**config.mk**
```make
export PLATFORM = sky130hd
export DESIGN_NAME = seg_xlate
export DESIGN_NICKNAME = d
export VERILOG_FILES = /design/src/rtl/seg_pkg.sv /design/src/rtl/seg_loader.sv /design/src/rtl/seg_cache.sv /design/src/rtl/seg_check.sv /design/src/rtl/seg_xlate.sv
export SDC_FILE = /design/constraint.sdc
export NUM_CORES = 1
export LEC_CHECK = 0
export BUFFER_PORTS_ARGS = -buffer_cell sky130_fd_sc_hd__buf_2
export CORE_MARGIN = 2
export CORE_UTILIZATION = 60
export CTS_CLUSTER_DIAMETER = 80
export DETAILED_ROUTE_END_ITERATION = 12
export PLACE_DENSITY = 0.85
export SLEW_MARGIN = 5
export SYNTH_ARGS = -nofsm -noshare
export SYNTH_HDL_FRONTEND = slang
export SYNTH_SLANG_ARGS = --single-unit
```
**constraint.sdc**
```tcl
create_clock -name clk -period 4.65 [get_ports clk]
set_clock_uncertainty 0.2 [all_clocks]
set_input_delay 0.2325 -clock clk [delete_from_list [all_inputs] [get_ports clk]]
set_output_delay 0.2325 -clock clk [all_outputs]
set_load 0.03 [all_outputs]
```
**src/rtl/seg_pkg.sv**
```systemverilog
package seg_pkg;
  localparam int unsigned SEG_AW  = 32;
  localparam int unsigned DPL_W   = 2;
  localparam int unsigned LIM_W   = SEG_AW - DPL_W;
  localparam int unsigned DPL_LSB = LIM_W;

  typedef struct packed {
    logic [SEG_AW-1:0] base;
    logic [SEG_AW-1:0] limit;
    logic [DPL_W-1:0]  dpl;
  } seg_desc_t;

  typedef enum logic [1:0] {
    LD_IDLE = 2'd0,
    LD_LO   = 2'd1,
    LD_HI   = 2'd2
  } ld_state_t;
endpackage

```
**src/rtl/seg_loader.sv**
```systemverilog
module seg_loader
  import seg_pkg::*;
#(
  parameter int unsigned IDX_W = 13,
  parameter int unsigned SEG_N = 4,
  localparam int unsigned SEG_SW = $clog2(SEG_N)
) (
  input  logic              clk,
  input  logic              rst_n,
  input  logic              ld_valid,
  input  logic [SEG_SW-1:0] ld_seg,
  input  logic [IDX_W-1:0]  ld_idx,
  input  logic [SEG_AW-1:0] tbl_base,
  input  logic              mem_rvalid,
  input  logic [SEG_AW-1:0] mem_rdata,
  output logic              busy,
  output logic [SEG_SW-1:0] tgt_seg,
  output logic              mem_req,
  output logic [SEG_AW-1:0] mem_addr,
  output logic              wr_en,
  output seg_desc_t         wr_desc
);
  ld_state_t         state_q, state_d;
  logic [SEG_SW-1:0] seg_q, seg_d;
  logic [SEG_AW-1:0] addr_q, addr_d;
  logic [SEG_AW-1:0] base_q, base_d;
  logic              seg_en, addr_en, base_en;

  always_comb begin
    state_d = state_q;
    seg_d   = ld_seg;
    addr_d  = tbl_base + SEG_AW'({ld_idx, 3'b000});
    base_d  = mem_rdata;
    seg_en  = 1'b0;
    addr_en = 1'b0;
    base_en = 1'b0;
    wr_en   = 1'b0;
    unique case (state_q)
      LD_IDLE: if (ld_valid) begin
        state_d = LD_LO;
        seg_en  = 1'b1;
        addr_en = 1'b1;
      end
      LD_LO: if (mem_rvalid) begin
        state_d = LD_HI;
        base_en = 1'b1;
      end
      LD_HI: if (mem_rvalid) begin
        state_d = LD_IDLE;
        wr_en   = 1'b1;
      end
      default: state_d = LD_IDLE;
    endcase
  end

  always_ff @(posedge clk or negedge rst_n) begin
    if (!rst_n) begin
      state_q <= LD_IDLE;
      seg_q   <= '0;
      addr_q  <= '0;
      base_q  <= '0;
    end else begin
      state_q <= state_d;
      if (seg_en)  seg_q  <= seg_d;
      if (addr_en) addr_q <= addr_d;
      if (base_en) base_q <= base_d;
    end
  end

  assign busy     = (state_q != LD_IDLE);
  assign tgt_seg  = seg_q;
  assign mem_req  = busy;
  assign mem_addr = (state_q == LD_HI) ? addr_q + SEG_AW'(4) : addr_q;

  always_comb begin
    wr_desc.base  = base_q;
    wr_desc.limit = SEG_AW'(mem_rdata[LIM_W-1:0]);
    wr_desc.dpl   = mem_rdata[DPL_LSB +: DPL_W];
  end


  req_hold_chk: assert property (@(posedge clk) disable iff (!rst_n)
    mem_req && !mem_rvalid |=> mem_req && $stable(mem_addr));

  busy_start_chk: assert property (@(posedge clk) disable iff (!rst_n)
    $rose(busy) |-> $past(ld_valid));

  busy_end_chk: assert property (@(posedge clk) disable iff (!rst_n)
    wr_en |=> !busy);
endmodule

```
**src/rtl/seg_cache.sv**
```systemverilog
module seg_cache
  import seg_pkg::*;
#(
  parameter int unsigned SEG_N = 4,
  localparam int unsigned SEG_SW = $clog2(SEG_N)
) (
  input  logic              clk,
  input  logic              rst_n,
  input  logic              wr_en,
  input  logic [SEG_SW-1:0] wr_seg,
  input  seg_desc_t         wr_desc,
  output seg_desc_t         desc_o [SEG_N]
);
  for (genvar g = 0; g < SEG_N; g++) begin : g_slot
    seg_desc_t slot_q;
    logic      slot_en;
    assign slot_en = wr_en && (wr_seg == SEG_SW'(g));
    always_ff @(posedge clk or negedge rst_n) begin
      if (!rst_n)       slot_q <= '0;
      else if (slot_en) slot_q <= wr_desc;
    end
    assign desc_o[g] = slot_q;
  end
endmodule

```
**src/rtl/seg_check.sv**
```systemverilog
module seg_check
  import seg_pkg::*;
(
  input  logic              clk,
  input  logic              rst_n,
  input  logic              fire,
  input  logic              flat_mode,
  input  seg_desc_t         desc,
  input  logic [DPL_W-1:0]  cpl,
  input  logic [SEG_AW-1:0] off,
  output logic              res_done,
  output logic              res_issue,
  output logic [SEG_AW-1:0] res_addr,
  output logic              res_lim_flt,
  output logic              res_prv_flt
);
  logic [SEG_AW-1:0] eff_base, eff_lim, addr_d;
  logic              lim_bad, prv_bad, issue_d, lim_d, prv_d;
  logic              done_q, issue_q, lim_q, prv_q;
  logic [SEG_AW-1:0] addr_q;

  always_comb begin
    eff_base = flat_mode ? '0 : desc.base;
    eff_lim  = flat_mode ? '1 : desc.limit;
    lim_bad  = off > eff_lim;
    prv_bad  = desc.dpl < cpl;
    issue_d  = fire && !lim_bad && !prv_bad;
    lim_d    = fire && lim_bad;
    prv_d    = fire && prv_bad;
    addr_d   = issue_d ? eff_base + off : '0;
  end

  always_ff @(posedge clk or negedge rst_n) begin
    if (!rst_n) begin
      done_q  <= 1'b0;
      issue_q <= 1'b0;
      lim_q   <= 1'b0;
      prv_q   <= 1'b0;
      addr_q  <= '0;
    end else begin
      done_q  <= fire;
      issue_q <= issue_d;
      lim_q   <= lim_d;
      prv_q   <= prv_d;
      addr_q  <= addr_d;
    end
  end

  assign res_done    = done_q;
  assign res_issue   = issue_q;
  assign res_addr    = addr_q;
  assign res_lim_flt = lim_q;
  assign res_prv_flt = prv_q;


  fault_no_issue_chk: assert property (@(posedge clk) disable iff (!rst_n)
    (res_lim_flt || res_prv_flt) |-> !res_issue && res_addr == '0);

  flat_no_lim_chk: assert property (@(posedge clk) disable iff (!rst_n)
    res_lim_flt |-> !$past(flat_mode));
endmodule

```
**src/rtl/seg_xlate.sv**
```systemverilog
module seg_xlate
  import seg_pkg::*;
#(
  parameter int unsigned IDX_W    = 13,
  parameter int unsigned SEG_N    = 4,
  parameter int unsigned CODE_SEG = 0,
  localparam int unsigned SEG_SW  = $clog2(SEG_N)
) (
  input  logic              clk,
  input  logic              rst_n,
  input  logic              flat_mode,
  input  logic [SEG_AW-1:0] tbl_base,
  input  logic              ld_valid,
  input  logic [SEG_SW-1:0] ld_seg,
  input  logic [IDX_W-1:0]  ld_idx,
  output logic              ld_busy,
  output logic              mem_req,
  output logic [SEG_AW-1:0] mem_addr,
  input  logic              mem_rvalid,
  input  logic [SEG_AW-1:0] mem_rdata,
  input  logic              acc_valid,
  input  logic [SEG_SW-1:0] acc_seg,
  input  logic [SEG_AW-1:0] acc_off,
  output logic              acc_stall,
  output logic              res_done,
  output logic              res_issue,
  output logic [SEG_AW-1:0] res_addr,
  output logic              res_lim_flt,
  output logic              res_prv_flt
);
  logic              wr_en;
  seg_desc_t         wr_desc;
  logic [SEG_SW-1:0] tgt_seg;
  seg_desc_t         desc_all [SEG_N];
  logic              acc_fire;

  seg_loader #(.IDX_W(IDX_W), .SEG_N(SEG_N)) u_loader (
    .clk(clk), .rst_n(rst_n), .ld_valid(ld_valid), .ld_seg(ld_seg),
    .ld_idx(ld_idx), .tbl_base(tbl_base), .mem_rvalid(mem_rvalid),
    .mem_rdata(mem_rdata), .busy(ld_busy), .tgt_seg(tgt_seg),
    .mem_req(mem_req), .mem_addr(mem_addr), .wr_en(wr_en), .wr_desc(wr_desc)
  );

  seg_cache #(.SEG_N(SEG_N)) u_cache (
    .clk(clk), .rst_n(rst_n), .wr_en(wr_en), .wr_seg(tgt_seg),
    .wr_desc(wr_desc), .desc_o(desc_all)
  );

  assign acc_stall = acc_valid && ld_busy && (acc_seg == tgt_seg);
  assign acc_fire  = acc_valid && !acc_stall;

  seg_check u_check (
    .clk(clk), .rst_n(rst_n), .fire(acc_fire), .flat_mode(flat_mode),
    .desc(desc_all[acc_seg]), .cpl(desc_all[CODE_SEG].dpl), .off(acc_off),
    .res_done(res_done), .res_issue(res_issue), .res_addr(res_addr),
    .res_lim_flt(res_lim_flt), .res_prv_flt(res_prv_flt)
  );


  stall_no_result_chk: assert property (@(posedge clk) disable iff (!rst_n)
    acc_stall |=> !res_done);

  done_follows_acc_chk: assert property (@(posedge clk) disable iff (!rst_n)
    res_done |-> $past(acc_valid));

  stall_needs_busy_chk: assert property (@(posedge clk) disable iff (!rst_n)
    acc_stall |-> ld_busy);
endmodule

```
==> results of run 1 <==
cell families (layout without fill, tap and decap cells):
kind of cell	count (synthesis)	count (layout)
fa+ha+maj	80	80
compound gates	194	194
buf+inv	96	379
mux	360	360
flops	360	360
other cells	0	1
simple gates	301	301
xor+xnor	74	74
sequential cells by signal, summed over array words and instances, names as in the netlist:
signal	count
u_cache.desc_o	256
u_check.res_addr	32
u_check.res_done	1
u_check.res_issue	1
u_check.res_lim_flt	1
u_check.res_prv_flt	1
u_loader.addr_q	32
u_loader.base_q	32
u_loader.state_q	2
u_loader.tgt_seg	2
layout make-up:
class | count | area, um^2 | area share, %
inverter | 24 | 90.1 | 0.408
multi-input combinational | 1009 | 9220 | 41.8
timing repair buffer | 285 | 1930 | 8.74
tap | 396 | 495 | 2.24
sequential | 360 | 9010 | 40.8
clock inverter | 9 | 128 | 0.578
clock buffer | 61 | 1210 | 5.48
antenna | 1 | 2.50 | 0.0113
worst max-delay path: stages, from the launching register on:
cell      delay [ns]
dfrtp_1         0.39
mux4_2          0.46
and2_1          0.17
ha_1            0.21
fa_1            0.40
a21o_1          0.19
a221oi_2        0.38
a2111o_1        0.32
a21oi_2         0.11
or2_1           0.27
o21ai_0         0.19
nand2_1         0.09
and4_1          0.20
placed cells by master (no fill, tap or decap), types with 49 or more instances in the layout:
cell and count:
buf_2 187, mux4_2 63, nand2_1 81, nor2_1 72, a21oi_1 49, dfrtp_1 360, ha_1 78, mux2_2 295
dlygate4sd3_1 76
synth_stat cells, types with 18 or more instances:
cell type | instances | area share, %
mux4_2 | 63 | 7.6
nand2_1 | 82 | 1.7
o21ai_0 | 41 | 1.1
nor2_1 | 73 | 1.5
ha_1 | 78 | 5.2
a21oi_1 | 49 | 1.3
dfrtp_1 | 360 | 48
xor2_1 | 39 | 1.8
buf_2 | 22 | 0.59
a21o_1 | 28 | 1.1
nand4_1 | 18 | 0.60
nand3_1 | 23 | 0.62
inv_1 | 23 | 0.46
clkbuf_1 | 44 | 0.89
xnor2_1 | 35 | 1.6
mux2_2 | 295 | 18
and2_1 | 38 | 1.3
worst paths after layout:
kind,from,to,depth (start not counted)
worst min-delay path,ld_idx[7],u_loader.addr_q[10],4
worst max-delay path,u_cache.desc_o[100],u_check.res_addr[22],12
worst min register to register,u_cache.desc_o[72],u_cache.desc_o[72],1
min in group asynchronous,rst_n,u_loader.base_q[13],2
max in group asynchronous,rst_n,u_loader.addr_q[23],3
worst max register to register,u_cache.desc_o[100],u_check.res_addr[22],12
power by group:
group          internal, uW  total (uW)  switching, uW
sequential             4520        5480            962
combinational          2200        4350           2150
clock                  1950        3200           1250
what timing repair did:
| action | in CTS | in global routing |
|---|---|---|
| hold buffers | 76 | 0 |
| resized for setup | 0 | 0 |
| setup buffers | 0 | 0 |
| endpoints found under the hold margin | 320 | 0 |
per-stage QoR:
step                      worst slack, ns  util [%]  hold WS, ns  cells  area [um^2]
after global placement              0.733      65.3        0.217   1998        20000
after floorplan                     0.684         -       -0.263   1465        18600
after detailed placement            0.646      65.3        0.220   1998        20000
after CTS                           0.958      72.2     0.000327   2144        22100
after global routing                0.707      72.2       0.0491   2144        22100
final                               0.914      72.2       0.0193   2145        22100
metal layers:
metal / GRT usage [%] / share of wire, % / vias up
met3: 4.95 / 5.9 / 124
li1: - / - / 5848
met2: 48.7 / 49 / 448
met1: 36.9 / 41 / 6533
met4: 11.4 / 3.7 / 4
met5: 0 / 0.052 / -
==> flow_summary.ini, run 1 <==
[pwr]
p_per_area_nw_per_um2 = 590
ir_drop_uv = 324
power_uw = 13000
leakage_uw = 0.0104

[die]
initial_utilization_pct = 60.9
rows = 64
dieArea_um2 = 32500
fp.dieH_um = 180
fp.dieW_um = 180
ioPinCount = 190
core_area_um2 = 30600

[global_route]
grt_usage_pct = 28.7
grt_pass1_wl_mm = 74.4
overflow = 0
grt_pass1_vias = 14200
antenna_found_initial = 3
grt_max_degree = 136

[synth]
synth_compound_area_share_pct = 6.87
synthArstFlopShare_pct = 100
ys_ff_latch = 360
muxShareOfSynthArea_pct = 25.6
syn_area_um2 = 18600
synth_area_per_cell_um2 = 12.7
ys_seq_area_share_pct = 48.4
synth_xor_area_share_pct = 3.48
synth_top_family_by_area = multiplexers
syn_nets = 1664
synth-simple-area-share_pct = 8.08
synth.distinct_cells = 69
synth_edf_count = 0
yosysWarnings = 0
synth_ff_type = dfrtp_1
synth_cells = 1465
synth_fa_ha_area_share_pct = 5.46

[drt]
drtIter0Drc = 762
routed_wl_mm = 45.7
wl_per_cell_um = 21.3
drc = 0
vias = 13000
first_pass_iters = 4
postRouteAntennaNets = 0
drt-vias-per-instance = 6.04

[sta]
fmax_mhz = 268
finalHoldViolations = 0
period_minus_slack_ns = 3.74
fin_setup_tns_ns = 0
drv_slew = 0
relSlewSlack_pct = 29.6
final.period_utilization_pct = 80.3
rsz0062_at_grt = false
finalSetupViolations = 0
tightest_slew_ns = 1.06

[flow_run]
max-cap-violations = 0

[clock_network]
cts_tree = done
clk_latency_ns = 0.53
path_clk_slew_ns = 0.06
cts_num_sinks = 360
htreeDepth = 2
cts_buffers = 39
ctsRootBufferMaster = clkbuf_16
clockBufferDepth = 3

[layout]
drive_gt1_share_pct = 37.1
fin_nets = 1918
area_growth_pct = 18.6
n_fill_cell = 1968

[setup_path]
cp.arrival_ns = 3.94
required_ns = 4.85
rrSetupSlack_ns = 0.91
crit_path_max_fanout = 4
path_class = flip-flop to flip-flop
end_kind = flip-flop
start_kind = flip-flop

[placement]
dpl.hpwl_mm = 29.4
gp_congestion = 0.911
place.port_buffers = 189

[hold_path]
min_path_type = input pin to flip-flop

[status]
outcome = complete, no violations
Note: power is estimated with default switching activity, not from simulation.
==> inputs of run 2 (changes only) <==
Settings changed: ABC_AREA from default to 1, CORE_UTILIZATION 60 to 54, PLACE_DENSITY 0.85 to 0.81.
Clock period 4.65 ns to 3.4 ns, I/O delays scaled along.
==> run 2 against run 1 <==
Compared with the run above:
- register-to-register slack got worse by 0.34 ns
- routed wire length up 28%
- critical path depth increased by 2
- largest power group unchanged
- final area increased by 9.0%
- cell count is 60% higher
- setup slack worse by 0.52 ns
- die area up 20%
- non-clock buffer count is 40 higher
- critical path type is now input pin to flip-flop
- global-route usage grew 2.3 points
==> flow_summary.ini, run 2 <==
[setup_path]
required_ns = 3.64
crit_top_cell = nand2_1
path_class = input pin to flip-flop
start_kind = input pin
crit_path_max_incr_delay_ns = 0.56
slowest_stage = dlygate4sd3_1
crit_path_max_fanout = 4
cp_cell_sequence = dlygate4sd3_1 -> buf_2 -> ha_1 -> nand2_1 -> o21ai_1 -> nand2_1 -> nand2_1 -> nand2_1 -> nand2_1 -> nand3_1 -> dlygate4sd3_1 -> nand3_1 -> dlygate4sd3_1 -> nand2_1
cp.arrival_ns = 3.24
end_kind = flip-flop

[die]
core_area_um2 = 36600
initial_utilization_pct = 54.9
fp.dieH_um = 197
dieArea_um2 = 38800
rows = 70
ioPinCount = 190
fp.dieW_um = 197

[synth]
syn_area_um2 = 20100
synth_cells = 2678
synth_top_cell_area_share_pct = 44.8
muxShareOfSynthArea_pct = 0
synthMostInstantiatedCell = nand2_1
synth-simple-area-share_pct = 20.8
syn_nets = 2877
synth_compound_area_share_pct = 17.4
yosys.area.top_type = dfrtp_1
synth_ff_type = dfrtp_1
synth_area_per_cell_um2 = 7.51
synthArstFlopShare_pct = 100
ys_seq_area_share_pct = 44.8
synth_xor_area_share_pct = 2.35
synth.distinct_cells = 42
ys_ff_latch = 360
synth_commonest_cells = nand2_1, inv_1, dfrtp_1
synth_edf_count = 0
yosysWarnings = 0
yosys-top-cells-area = dfrtp_1, nand2_1, a21oi_1
synth_fa_ha_area_share_pct = 5.05
synth_top_family_by_area = simple AND/OR/NAND/NOR gates

[drt]
postRouteAntennaNets = 0
first_pass_iters = 6
routed_wl_mm = 58.8
vias = 19400
drc = 0
drt-vias-per-instance = 5.66
wl_per_cell_um = 17.2
drtIter0Drc = 1678

[clock_network]
htreeDepth = 2
cts_num_sinks = 360
postCtsSetupBuffers = 0
clk_latency_ns = 0.57
cts_buffers = 41
cts_tree = done
clockBufferDepth = 3
path_clk_slew_ns = 0.06
ctsRootBufferMaster = clkbuf_16

[pwr]
p_per_area_nw_per_um2 = 767
leakage_uw = 0.0123
ir_drop_uv = 777

[placement]
dpl.hpwl_mm = 39.4
placed_cells = 3243
place.port_buffers = 189
gp_congestion = 1.04
preCtsSetupSlack_ns = 0.268

[layout]
largest_reg_flops = 256
layout_common_cells = nand2_1, inv_1, dfrtp_1
fin_cells = 3423
n_fill_cell = 2922
area_growth_pct = 19.7
final_common_cell = nand2_1
drive_gt1_share_pct = 10.9
fin_nets = 3122

[global_route]
antenna_found_initial = 0
overflow = 0
grt_pass1_vias = 19200
grt_pass1_wl_mm = 96.2
grt_usage_pct = 31.0
grt_max_degree = 129

[sta]
finalSetupViolations = 0
finalHoldViolations = 0
fin_setup_tns_ns = 0
relSlewSlack_pct = 38.5
drv_slew = 0
holdWs_ns = 0.0231
period_minus_slack_ns = 3.00
timing.final.ws_setup_ns = 0.399
final.period_utilization_pct = 88.3
fmax_mhz = 333
rsz0062_at_grt = false
tightest_slew_ns = 0.919

[status]
outcome = complete, no violations

[hold_path]
min_path_type = input pin to asynchronous set/reset pin

[flow_run]
max-cap-violations = 0
==> run 2: cell count changes after synthesis, moves of 25 or more <==
| cell | delta |
|---|---|
| nand3_1 | +43 |
| nand2_1 | +555 |
| o21ai_0 | +236 |
| and2_1 | -32 |
| mux4_2 | -63 |
| mux2_2 | -295 |
| o21ai_1 | +95 |
| nor2_1 | +114 |
| nor3_1 | +42 |
| a21o_1 | -26 |
| buf_2 | +25 |
| inv_1 | +338 |
| a21oi_1 | +232 |
==> run 2: path summary, 6_finish.rpt <==
| path | slack, ns | from | endpoint | depth (start not counted) |
|---|---|---|---|---|
| setup / recovery | 0.40 | ld_idx[2] | u_loader.addr_q[26] | 14 |
| min in group clk | 0.04 | acc_off[5] | u_check.res_addr[5] | 4 |
| max in group asynchronous | 1.98 | rst_n | u_loader.base_q[20] | 3 |
| hold reg to reg | 0.28 | u_cache.desc_o[224] | u_cache.desc_o[224] | 2 |
| setup reg to reg | 0.57 | u_loader.state_q[1] | u_loader.addr_q[0] | 7 |
| hold / removal | 0.02 | rst_n | u_cache.desc_o[235] | 2 |
==> run 2: timing repair <==
| action | CTS | global route |
|---|---|---|
| endpoints found under the hold margin | 303 | 0 |
| resized for setup | 0 | 0 |
| hold buffers | 105 | 0 |
==> run 2: critical path: cells and delay by family <==
family,cells,cell delay (ns)
buffers and inverters,4,1.77
and+or+nand+nor,8,0.72
adders and majority gates,1,0.33
AOI/OAI and AO/OA,1,0.27
==> run 2: report_power, final <==
part / switching (uW) / internal [uW] / total [uW]
combinational: 4200 / 2230 / 6430
sequential: 1120 / 6260 / 7380
clock: 1810 / 2860 / 4670
==> run 2: cell families after synthesis <==
family                   after synthesis
buffers and inverters                490
AO/OA/AOI/OAI                        687
XOR/XNOR                              54
flip-flops                           360
adder cells (fa/ha/maj)               80
AND/OR/NAND/NOR                     1007
==> run 2: area by class of cell <==
cell class	instances	area (um^2)	area share (%)
Antenna cell	1	2.50	0.0104
Inverter	367	1380	5.72
Clock inverter	19	280	1.16
Tap cell	468	586	2.43
Clock buffer	55	1160	4.81
Timing Repair Buffer	325	2480	10.3
Multi-Input combinational cell	1828	9190	38.2
Sequential cell	360	9010	37.4
==> run 2: routing by layer <==
layer	up-vias	share of wire [%]	global-route usage [%]
li1	9105	-	-
met1	9055	40	41.4
met2	1033	46	50.9
met3	183	10	4.58
met4	0	3.7	12.6
met5	-	0	0
==> run 2: through the flow <==
step	utilization (%)	cell area (um^2)	total power [uW]
after detailed placement	59.0	21600	13500
after floorplan	-	20100	11600
after CTS	65.8	24100	18400
after global placement	59.0	21600	13200
final	65.8	24100	18500
after global routing	65.8	24100	19700
